### config.mk
export PLATFORM = sky130hd
export DESIGN_NAME = phase_shed_ctrl
export DESIGN_NICKNAME = d
export VERILOG_FILES = /design/src/rtl/phs_pkg.sv /design/src/rtl/phs_mode_decode.sv /design/src/rtl/phs_phase_gate.sv /design/src/rtl/phase_shed_ctrl.sv
export SDC_FILE = /design/constraint.sdc
export NUM_CORES = 1
export LEC_CHECK = 0
export BUFFER_PORTS_ARGS = -buffer_cell sky130_fd_sc_hd__buf_4
export CAP_MARGIN = 20
export CORE_UTILIZATION = 25
export CTS_CLUSTER_DIAMETER = 120
export DETAILED_ROUTE_END_ITERATION = 8
export RECOVER_POWER = 100
export SLEW_MARGIN = 40
export SYNTH_ARGS = -nofsm -noshare
export SYNTH_HDL_FRONTEND = slang
export SYNTH_SLANG_ARGS = --single-unit
### constraint.sdc
create_clock -name clk -period 2.05 [get_ports clk]
set_clock_uncertainty 0.1 [all_clocks]
set_input_delay 0.1025 -clock clk [delete_from_list [all_inputs] [get_ports clk]]
set_output_delay 0.1025 -clock clk [all_outputs]
set_load 0.05 [all_outputs]
### src/rtl/phs_pkg.sv
package phs_pkg;

    typedef enum logic [1:0] {
        DRV_LOW  = 2'b00,
        DRV_HIGH = 2'b01,
        DRV_TRI  = 2'b10
    } drv_t;

    typedef enum logic [1:0] {
        CLS_FULL  = 2'd0,
        CLS_LIGHT = 2'd1,
        CLS_DEEP  = 2'd2
    } cls_t;

    typedef struct packed {
        logic coupled;
        logic two;
        logic de;
    } cfg_t;

    // command codes 3 and 4 fold onto 2; unknown codes mean all phases
    function automatic cls_t classify(input logic [2:0] cmd, input logic rdy);
        cls_t c;
        if (!rdy)
            c = CLS_FULL;
        else begin
            case (cmd)
                3'd1:                c = CLS_LIGHT;
                3'd2, 3'd3, 3'd4:    c = CLS_DEEP;
                default:             c = CLS_FULL;
            endcase
        end
        return c;
    endfunction

endpackage

### src/rtl/phs_mode_decode.sv
module phs_mode_decode
    import phs_pkg::*;
#(
    parameter int NPH_MAX = 6,
    parameter int CW      = $clog2(NPH_MAX + 1)
) (
    input  logic               clk,
    input  logic               rst,
    input  logic               ready,
    input  logic [2:0]         cmd,
    input  logic               two,
    input  logic [CW-1:0]      nph,
    output cls_t               cls,
    output logic [CW-1:0]      opp,
    output logic [NPH_MAX-1:0] target
);

    logic rdy_q;

    always_ff @(posedge clk) begin
        if (rst) rdy_q <= 1'b0;
        else     rdy_q <= rdy_q | ready;
    end

    assign cls = classify(cmd, rdy_q);
    assign opp = nph >> 1;

    for (genvar i = 0; i < NPH_MAX; i++) begin : g_tgt
        always_comb begin
            case (cls)
                CLS_LIGHT: target[i] = (i == 0) ||
                                       (two && (opp != '0) && (CW'(i) == opp));
                CLS_DEEP:  target[i] = (i == 0);
                default:   target[i] = (CW'(i) < nph);
            endcase
        end
    end

    // no low-power class before the ready latch is set
    a_r3_lockout: assert property (@(posedge clk) disable iff (rst)
        !rdy_q |-> cls == CLS_FULL);

    // deep modes target phase 0 alone
    a_r7_single: assert property (@(posedge clk) disable iff (rst)
        cls == CLS_DEEP |-> target == NPH_MAX'(1));

endmodule

### src/rtl/phs_phase_gate.sv
module phs_phase_gate
    import phs_pkg::*;
#(
    parameter int IDX = 0,
    parameter int CW  = 3
) (
    input  logic          clk,
    input  logic          rst,
    input  logic          edge_p,
    input  logic          tgt,
    input  logic          req,
    input  logic          ph1_high,
    input  cls_t          cls,
    input  cfg_t          cfg,
    input  logic [CW-1:0] nph,
    input  logic [CW-1:0] opp,
    input  logic          fault,
    input  logic          sw_en,
    output logic          en_o,
    output drv_t          drv
);

    logic en_q;
    logic is_opp;

    always_ff @(posedge clk) begin
        if (rst)         en_q <= 1'b1;
        else if (edge_p) en_q <= tgt;
    end

    assign en_o   = en_q;
    assign is_opp = (CW'(IDX) == opp) && (opp != '0);

    always_comb begin
        if (fault || !sw_en || (CW'(IDX) >= nph))
            drv = DRV_TRI;
        else if (en_q) begin
            if (req)
                drv = DRV_HIGH;
            else if ((IDX == 0) && (cls == CLS_DEEP) && cfg.de)
                drv = DRV_TRI;
            else
                drv = DRV_LOW;
        end else if (cfg.coupled && (cls != CLS_FULL) && is_opp && ph1_high)
            drv = DRV_LOW;
        else
            drv = DRV_TRI;
    end

    // reserved code never driven
    a_r1_legal_code: assert property (@(posedge clk) disable iff (rst)
        drv != 2'b11);

    // fault tri-states the phase
    a_r2_fault_tri: assert property (@(posedge clk) disable iff (rst)
        fault |-> drv == DRV_TRI);

    // enable status holds without a period strobe
    a_r5_hold: assert property (@(posedge clk) disable iff (rst)
        !edge_p |=> $stable(en_q));

endmodule

### src/rtl/phase_shed_ctrl.sv
module phase_shed_ctrl
    import phs_pkg::*;
#(
    parameter int NPH_MAX = 6,
    parameter int CW      = $clog2(NPH_MAX + 1)
) (
    input  logic                 clk,
    input  logic                 rst,
    input  logic [2:0]           cmd_i,
    input  logic                 ready_i,
    input  logic                 fault_i,
    input  logic                 sw_en_i,
    input  logic                 cfg_coupled_i,
    input  logic                 cfg_two_i,
    input  logic                 cfg_de_i,
    input  logic [CW-1:0]        nph_i,
    input  logic [NPH_MAX-1:0]   req_i,
    input  logic [NPH_MAX-1:0]   edge_i,
    output logic [2*NPH_MAX-1:0] drv_o
);

    cls_t               cls;
    logic [CW-1:0]      opp;
    logic [NPH_MAX-1:0] target;
    logic [NPH_MAX-1:0] en;
    cfg_t               cfg;
    logic               ph1_high;

    assign cfg      = '{coupled: cfg_coupled_i, two: cfg_two_i, de: cfg_de_i};
    assign ph1_high = en[0] & req_i[0];

    phs_mode_decode #(.NPH_MAX(NPH_MAX), .CW(CW)) u_dec (
        .clk    (clk),
        .rst    (rst),
        .ready  (ready_i),
        .cmd    (cmd_i),
        .two    (cfg_two_i),
        .nph    (nph_i),
        .cls    (cls),
        .opp    (opp),
        .target (target)
    );

    for (genvar i = 0; i < NPH_MAX; i++) begin : g_ph
        drv_t d;
        phs_phase_gate #(.IDX(i), .CW(CW)) u_gate (
            .clk      (clk),
            .rst      (rst),
            .edge_p   (edge_i[i]),
            .tgt      (target[i]),
            .req      (req_i[i]),
            .ph1_high (ph1_high),
            .cls      (cls),
            .cfg      (cfg),
            .nph      (nph_i),
            .opp      (opp),
            .fault    (fault_i),
            .sw_en    (sw_en_i),
            .en_o     (en[i]),
            .drv      (d)
        );
        assign drv_o[2*i +: 2] = d;
    end

    // a phase enabled in all-phase mode tracks its request
    a_r10_follow: assert property (@(posedge clk) disable iff (rst)
        (cls == CLS_FULL && en[0] && !fault_i && sw_en_i && nph_i != '0)
            |-> drv_o[1:0] == {1'b0, req_i[0]});

endmodule

* Word level (Yosys, flattened, before mapping)
Index checks and enable logic that the tools add are counted.
** Storage, ports and cells
- Logic and storage cells :: 92
- Register bits after elaboration :: 7
** Cells by class
- Order comparisons :: 12
- Eq/ne operators :: 9
- Muxes and demuxes :: 31
- Reductions and logical operators :: 31
- Bitwise gates (word level) :: 2
** Operators by type and width (number)
- $mux W2 :: 19
- $logic_and A1 B1 Y1 :: 18
- $mux W1 :: 8
- $logic_or A1 B1 Y1 :: 7
- $eq A3 B2 Y1 const B :: 2
- $ge A1 B3 Y1 const A :: 2
- $ge A2 B3 Y1 const A :: 2
- $ge A3 B3 Y1 const A :: 2
- $lt A1 B3 Y1 const A :: 2
- $lt A2 B3 Y1 const A :: 2
- $lt A3 B3 Y1 const A :: 2
- $pmux W1 S2 :: 3
- $eq A2 B2 Y1 const A :: 2
- $pmux W2 S2 :: 1
- $eq A3 B1 Y1 const B :: 1
- $eq A3 B3 Y1 const B :: 1
- $logic_not A3 Y1 :: 1
- $reduce_bool A3 Y1 :: 1
- $reduce_or A3 Y1 :: 1
- $eq A1 B2 Y1 const A :: 1
- $eq A2 B1 Y1 const B :: 1
- $eq A2 B2 Y1 const B :: 1
- $reduce_bool A2 Y1 :: 1
- $reduce_or A2 Y1 :: 1
- 3 further kinds :: 3

* Logic depth before layout (Yosys ltp)
Gate-level depths: netlist (run 1).
- Word-level depth :: 11
- Depth in mapped cells :: 6
- Gate-level depth less buffers :: 6

* Modules after synthesis
From an unflattened synthesis (run 1), not the netlist that was laid out.
** Second synthesis, totals
- Cells, all modules :: 79
- Area, all modules :: 660.6 µm²
** By module, submodules not included
- phs_mode_decode :: area an instance 181.4 µm², cells an instance 25, instances 1, sequential area each 20.0 µm²
- phs_phase_gate (g_ph[2].u_gate) :: area an instance 91.3 µm², cells an instance 9, instances 1, sequential area each 20.0 µm²
- phs_phase_gate (g_ph[1].u_gate) :: area an instance 83.8 µm², cells an instance 8, instances 1, sequential area each 20.0 µm²
- phs_phase_gate (g_ph[4].u_gate) :: area an instance 81.3 µm², cells an instance 10, instances 1, sequential area each 20.0 µm²
- phs_phase_gate (g_ph[5].u_gate) :: area an instance 73.8 µm², cells an instance 9, instances 1, sequential area each 20.0 µm²
- phs_phase_gate (g_ph[3].u_gate) :: area an instance 72.6 µm², cells an instance 9, instances 1, sequential area each 20.0 µm²
- phs_phase_gate (g_ph[0].u_gate) :: area an instance 70.1 µm², cells an instance 8, instances 1, sequential area each 20.0 µm²
- phase_shed_ctrl :: area an instance 6.3 µm², cells an instance 1, instances 1, sequential area each 0.0 µm²

* Least setup slack after synthesis (run 1)
Ideal clock, no wire load.
- Path type :: input to output
- Start :: input port cmd_i[2]
- End :: output port drv_o[5]
- Path slack :: -0.090 ns
- Path buffers :: 0
- Stages :: 6
- Arrival :: 1.937 ns
- Cells stage by stage :: nor3b_1 -> o21ai_0 -> ha_1 -> nand4b_1 -> nor3_1 -> o21ai_0
** On the way
- Cells in the longest elaborated chain, start to end :: 11
- Elaborated cells between the ends (all ways) :: 14
** RTL lines
- from (decl) :: line phase_shed_ctrl.sv:9 : input logic [2:0] cmd_i,
- $eq A3 B2 Y1 or $eq A3 B3 Y1 (tied branches) :: line phs_pkg.sv:27 : case (cmd)
- $reduce_or A3 Y1 :: line phs_pkg.sv:27
- $pmux W2 S2 (*) :: line phs_pkg.sv:27
- $mux W2 (*) :: line phs_pkg.sv:24 : if (!rdy)
- $reduce_bool A2 Y1 (*)
- $logic_and A1 B1 Y1 (*)
- $logic_and A1 B1 Y1 (*) (2 in series) :: line phs_phase_gate.sv:44 : end else if (cfg.coupled && (cls != CLS_FULL) && is_opp && ph1_high)
- $mux W2 (*) :: line phs_phase_gate.sv:44
- $mux W2 (*) :: line phs_phase_gate.sv:37 : else if (en_q) begin
- $mux W2 (*) :: line phs_phase_gate.sv:35 : if (fault || !sw_en || (CW'(IDX) >= nph))
- to (decl) :: line phase_shed_ctrl.sv:19 : output logic [2*NPH_MAX-1:0] drv_o
Every way passes the cells marked *; elsewhere a longest branch is shown, timed or not.

* Worst setup path in the final report (run 1)
- Start :: register u_dec.rdy_q
- End :: output port drv_o[5]
** On the way
- Cells in the longest elaborated chain, start to end :: 8
** RTL lines
- from (decl) :: line phs_mode_decode.sv:18 : logic rdy_q;
- from (signal assigned) :: line phs_mode_decode.sv:22 : else rdy_q <= rdy_q | ready;
- $mux W2 :: line phs_pkg.sv:24
- $reduce_bool A2 Y1
- $logic_and A1 B1 Y1
- $logic_and A1 B1 Y1 (2 in series) :: line phs_phase_gate.sv:44
- $mux W2 :: line phs_phase_gate.sv:44
- $mux W2 :: line phs_phase_gate.sv:37
- $mux W2 :: line phs_phase_gate.sv:35
Every way passes these cells.

==> summary.md, run 1 <==
| Metric | Value |
|---|---|
| Max clock buf depth | 2 |
| Synth top area share | 25.7% |
| GRT Resource Usage Total | 14.6% |
| R2R Path End | g_ph[0].u_gate.en_o |
| Clock sinks | 7 |
| Status | complete, no violations |
| CP cell instances | nand4bb_1, ha_1, nand4b_1, nor3_2, o21ai_1, buf_4 |
| Min-Delay Endpoint | g_ph[2].u_gate.en_o |
| Clock root buffer | clkbuf_4 |
| Fraction of layout cells with a size suffix above 1 | 33.9% |
| Pin slew with the least headroom to its limit | 620 ps |
| Total Neg Setup Slack | 0 ps |
| Critical-path maximum fanout | 3 |
| Worst slew margin | 58.9% |
| Dpl cells | 132 |
| Setup violators final | 0 |
| Cts bufs inserted | 3 |
| First-pass iteration count of the detailed router | 4 |
| #FFs+latches synth | 7 |
| Placed Area | 837 µm² |
| Routed WL | 1550 µm |
| Core area | 0.00200 mm² |
| Pre-CTS setup slack | 290 ps |
| Min Clock Period, post-route | 1900 ps |
| Post-DRT Antenna Nets | 0 |
| DIE AREA | 0.00237 mm² |
| Hold path startpoint | edge_i[2] |
| Final GP Congestion | 0.800 |
| Routed len/inst | 11.1 µm |
| Port Buf Inserts | 37 |
| Max Clk Rate | 526 MHz |
| Grt total ovfl | 0 |
| Nature of the critical path endpoint | output pin |
| CTS tree | yes |
| Largest net degree at the start of global routing | 14 |
| Clock Pin Slew Worst Setup and Hold Paths | 60 ps |
| R2r setup slk | 300 ps |
| Post-Syn Area | 544 µm² |
| Final slew viol count | 0 |
| Final instance area | 870 µm² |
| Total power | 425 µW |
| FP Rows | 16 |
| Layout fillers | 224 |
| Critical Path AT | 1700 ps |
| Mean Syn Cell Area | 7.78 µm² |
| Vias post-DR | 660 |
| Ys Warns | 0 |
| PD cells | 489 mW/mm² |
| Final nets | 142 |
| Ant. Diodes | 0 |
| Sequential share of the synthesized area | 25.7% |
| Initial drt markers | 4 |
| Critical path's slowest cell | dfxtp_1 |
| Unrepaired setup endpoints after global routing | false |
| Max_cap viols | 0 |
| Cells after Synth | 70 |
| Hold Fails Final Rpt | 0 |
| Htree depth | 1 |
| Initial Util | 27.2% |
| Final worst path period share | 92.7% |
| Yosys top cell by area | dfxtp_1 |
| Setup CP Type | flip-flop to output pin |
| Dpl hpwl | 1260 µm |
| Worst-case vdd ir drop | 0.000366 V |
| Syn nets | 99 |
| Final worst slack | 149 ps |
| DR vias/cell | 4.75 |
| Worst setup SP type | flip-flop |
| Die Ht | 48.7 µm |
| Top cells by area, synth | dfxtp_1, ha_1, o21ai_0 |
| Worst-Skew Late Latency | 270 ps |
| Initial antenna violation count | 0 |
| DRC Markers | 0 |
| Yosys cell types | 33 |
| Vias in the first global route | 625 |
| Multi-input logic area | 349 µm² |
| Crit path largest cell delay | 350 ps |
| LEAKAGE | 0.000421 µW |
| R2r startpoint | u_dec.rdy_q |
| Hold WC Path Type | input port to flip-flop |
| Layout area overhead | 59.8% |
| Die width | 48.7 µm |
| Worst Hold Depth | 3 |
| Final non-filler cell total | 139 |
| Number of cells on the worst reg-to-reg path | 5 |
| FF/Latch Area | 140 µm² |
| IO Pins | 38 |
| WP data required | 1850 ps |
| Global-route wire length before repair | 2620 µm |
[metrics by stage]
stage                     hold WS (ps)  utilization (%)
final                             5.33             43.4
after global routing              20.3             43.4
after CTS                         4.58             44.6
after detailed placement           215             41.8
after global placement             207             41.8
after floorplan                   74.9                -
[area by class of cell]
cell class,count,area share [%]
well taps,27,3.88
multi-input cells,52,40.1
flip-flops and latches,7,16.1
clock buffers,4,3.02
repair buffers,40,32.9
inverters,9,3.88
[worst max-delay path: cells and delay by family (launching register included)]
family	cells	cell delay (ps)
simple gates	3	570
flops	1	350
fa+ha+maj	1	240
buf+inv	1	200
compound gates	1	70
[cell usage in the layout (no fill, tap or decap), types with 2 or more instances in the layout]
cell,synthesis,final
a21oi_1,6,6
a31oi_1,2,2
and3_1,3,3
buf_4,1,30
clkbuf_1,0,6
clkbuf_4,0,4
dfxtp_1,7,7
dlygate4sd3_1,0,3
ha_1,3,3
inv_1,8,8
nand2_1,2,2
nand4b_1,2,2
nor2_1,6,6
nor2b_1,2,2
o21ai_0,7,5
o21ai_1,0,2
[cell families (layout without fill, tap and decap cells)]
group	Yosys count	count (layout)	share of synthesized area (%)
adder cells (fa/ha/maj)	3	3	6.90
flip-flops	7	7	25.7
AND/OR/NAND/NOR	25	25	29.0
AO/OA/AOI/OAI	24	24	28.7
buffers and inverters	11	53	9.66
[worst max-delay path by stage]
| stage | start | to | slack, ps | cells past startpoint |
|---|---|---|---|---|
| floorplan | u_dec.rdy_q | drv_o[1] | 70 | 5 |
| global placement | cmd_i[2] | g_ph[0].u_gate.en_o | 300 | 7 |
| CTS | u_dec.rdy_q | drv_o[5] | 130 | 6 |
| detailed placement | cmd_i[2] | g_ph[0].u_gate.en_o | 290 | 7 |
| finish | u_dec.rdy_q | drv_o[5] | 150 | 6 |
| global route | u_dec.rdy_q | drv_o[5] | 9 | 6 |
[Yosys cell counts]
master     instances
a21boi_1           1
a21oi_1            6
a31oi_1            2
and2_1             1
and2_2             1
and3_1             3
and4_1             1
buf_4              1
buf_6              1
dfxtp_1            7
ha_1               3
inv_1              8
inv_2              1
nand2_1            2
nand3_1            1
nand4b_1           2
nand4bb_1          1
nor2_1             6
nor2b_1            2
nor2b_2            1
nor3_1             1
nor3b_1            1
nor4_2             1
o2111a_1           1
o2111ai_1          1
o211a_1            1
o211ai_1           1
o21ai_0            7
o21bai_1           1
o311a_1            1
o31ai_1            1
o41ai_1            1
or2_1              1
[sequential cells by signal, indices dropped and copies added (netlist names)]
register,count
u_dec.rdy_q,1
g_ph.u_gate.en_o,6
[power breakdown]
| group | switching, µW | internal, µW | total [µW] | leakage, µW |
|---|---|---|---|---|
| registers | 5.55 | 146 | 151 | 0.0000582 |
| clock network | 61.2 | 75.0 | 136 | 0.0000150 |
| logic | 74.8 | 63.0 | 138 | 0.000348 |
[layer usage]
layer  vias to the layer above  routed length [µm]  global-route usage (%)
met5                         -                   0                       0
met4                         0                  10                    2.94
met3                         3                 143                    6.60
met2                        28                 734                    25.0
met1                       291                 656                    16.6
li1                        338                   -                       -
[timing repair]
| action | in CTS | in global routing |
|---|---|---|
| endpoints found under the hold margin | 7 | 0 |
| resized for setup | 0 | 1 |
| setup buffers | 0 | 0 |
| endpoints found under the setup margin | 0 | 1 |
| hold buffers | 3 | 0 |
No activity file was read; power rests on OpenSTA's default activity.
==> inputs of run 2 (changes only) <==
==> constraint.sdc (replaced) <==
create_clock -name clk -period 2.05 [get_ports clk]
set_clock_uncertainty 0.1 [all_clocks]
set_input_delay 0.3075 -clock clk [delete_from_list [all_inputs] [get_ports clk]]
set_output_delay 0.3075 -clock clk [all_outputs]
set_load 0.05 [all_outputs]
==> run 2 against run 1 <==
The flow now finishes with violations (negative setup slack). Via count shrank 1.7%. Design area grew 5.9%. Non-clock buffer count is the same. Largest power group unchanged.
==> summary.md, run 2 (synthesis results as in run 1) <==
| Metric | Value |
|---|---|
| Most common cell after layout, fill and taps aside | buf_4 |
| Sequential share of power | 35.5% |
| IO Pins | 38 |
| Sw frac | 32.6% |
| Vias post-DR | 649 |
| Unrepaired setup endpoints after global routing | true |
| Most frequent cells in the layout | buf_4, inv_1, a21oi_1, dfxtp_1, nor2_1 |
| Hold WC Path Type | input port to flip-flop |
| Dpl hpwl | 1250 µm |
| Setup CP Type | flip-flop to output pin |
| Worst-case vdd ir drop | 0.000259 V |
| Pin slew with the least headroom to its limit | 255 ps |
| FP Rows | 16 |
| Final worst path period share | 101% |
| Layout area overhead | 69.2% |
| Max FFs per register | 6 |
| DRC Markers | 0 |
| CTS tree | yes |
| Htree depth | 1 |
| Ant. Diodes | 0 |
| Initial drt markers | 11 |
| Failing checks | negative setup slack |
| Hold Fails Final Rpt | 0 |
| Total power | 429 µW |
| Setup violators final | 1 |
| P_sw | 140 µW |
| Worst setup SP type | flip-flop |
| Max Clk Rate | 483 MHz |
| Final slew viol count | 0 |
| Initial Util | 27.2% |
| WP data required | 1640 ps |
| Clk network pwr share | 30.4% |
| Initial antenna violation count | 0 |
| Vias in the first global route | 613 |
| Final GP Congestion | 0.749 |
| First-pass iteration count of the detailed router | 4 |
| Nature of the critical path endpoint | output pin |
| Total internal power | 289 µW |
| Worst-Skew Late Latency | 250 ps |
| Fraction of layout cells with a size suffix above 1 | 48.2% |
| DR vias/cell | 4.67 |
| Global-route wire length before repair | 2620 µm |
| CP cell instances | nand4bb_1, ha_2, nand4b_1, nor3_2, o21ai_1, buf_6 |
| Post-DRT Antenna Nets | 0 |
| Critical path's slowest cell | dfxtp_2 |
| Min Clock Period, post-route | 2070 ps |
| Clock sinks | 7 |
| Port Buf Inserts | 37 |
| Core area | 0.00200 mm² |
| Final worst slack | -19.0 ps |
| Logic gate share of total power | 34.1% |
| Final nets | 142 |
| Crit path largest cell delay | 330 ps |
| Total Neg Setup Slack | -19.0 ps |
| Grt total ovfl | 0 |
| Die width | 48.7 µm |
| Die Ht | 48.7 µm |
| Status | finished with violations |
| Critical-path maximum fanout | 3 |
| Routed WL | 1600 µm |
| Routed len/inst | 11.5 µm |
| Post-layout util | 46.0% |
| Critical Path AT | 1660 ps |
| DIE AREA | 0.00237 mm² |
| Cts bufs inserted | 3 |
| LEAKAGE | 0.000450 µW |
| Largest net degree at the start of global routing | 14 |
| Hold_buf cts | 0 |
| PD cells | 466 mW/mm² |
| Max_cap viols | 0 |
| Max clock buf depth | 2 |
| Layout fillers | 219 |
| Clock root buffer | clkbuf_4 |
| GRT Resource Usage Total | 14.9% |
| Clock Pin Slew Worst Setup and Hold Paths | 50 ps |
| Worst slew margin | 82.8% |
## run 2: cell types whose count changed in the layout (fill, tap and decap cells not counted), moves of 2 or more
cell           delta
dlygate4sd3_1     -3
buf_4             +7
o21ai_0           -3
o21ai_2           +2
clkbuf_1          -5
buf_6             +3
## run 2: cell type report
type	instances	area, µm²	share of cell area, %
repair buffers	40	312	33.8
well taps	27	33.8	3.67
flip-flops and latches	7	141	15.4
multi-input cells	52	374	40.6
inverters	9	33.8	3.67
clock buffers	4	26.3	2.85
## run 2: stage by stage
step	instance area (µm²)	hold slack, ps	instances	worst slack [ps]
2_1_floorplan	552	280	70	-122
3_3_place_gp	852	370	133	85.4
3_5_place_dp	852	369	133	36.2
4_1_cts	891	154	138	20.9
5_1_grt	921	164	139	-151
6_report	921	158	139	-19.0
## run 2: critical path: cells and delay by family, from the launching register on
family                     cells  cell delay (ps)
and+or+nand+nor                3              620
DFF                            1              330
adders and majority gates      1              200
buffers and inverters          1              160
AOI/OAI and AO/OA              1               90
## run 2: metal layers
| metal | vias up | track usage [%] | share of wire (%) |
|---|---|---|---|
| met4 | 0 | 10.3 | 0.94 |
| met1 | 280 | 16.8 | 44 |
| met3 | 2 | 5.03 | 7.3 |
| met2 | 29 | 23.6 | 48 |
| met5 | - | 0 | 0 |
| li1 | 338 | - | - |
## run 2: path summary, 6_finish.rpt
path                                   from                  end  slack (ps)  cells after the start
worst max-delay path            u_dec.rdy_q             drv_o[5]         -20                      6
worst min-delay path                ready_i          u_dec.rdy_q         160                      3
worst max register to register  u_dec.rdy_q  g_ph[0].u_gate.en_o         490                      5
worst min register to register  u_dec.rdy_q          u_dec.rdy_q         370                      2
## run 2: what timing repair did
action | 4_1_cts | 5_1_grt
resized for setup | 1 | 8
pin swaps | 2 | 5
setup buffers | 1 | 1
setup endpoints to repair | 2 | 3
hold endpoints to repair | 0 | 0
## run 2: power groups by stage
| stage | Sequential, µW | Combinational, µW | Clock [µW] |
|---|---|---|---|
| after floorplan | 153 | 77.5 | 0 |
| after global placement | 155 | 140 | 0 |
| after detailed placement | 155 | 141 | 0 |
| after CTS | 152 | 143 | 134 |
| after global routing | 153 | 159 | 146 |
| final | 152 | 146 | 130 |
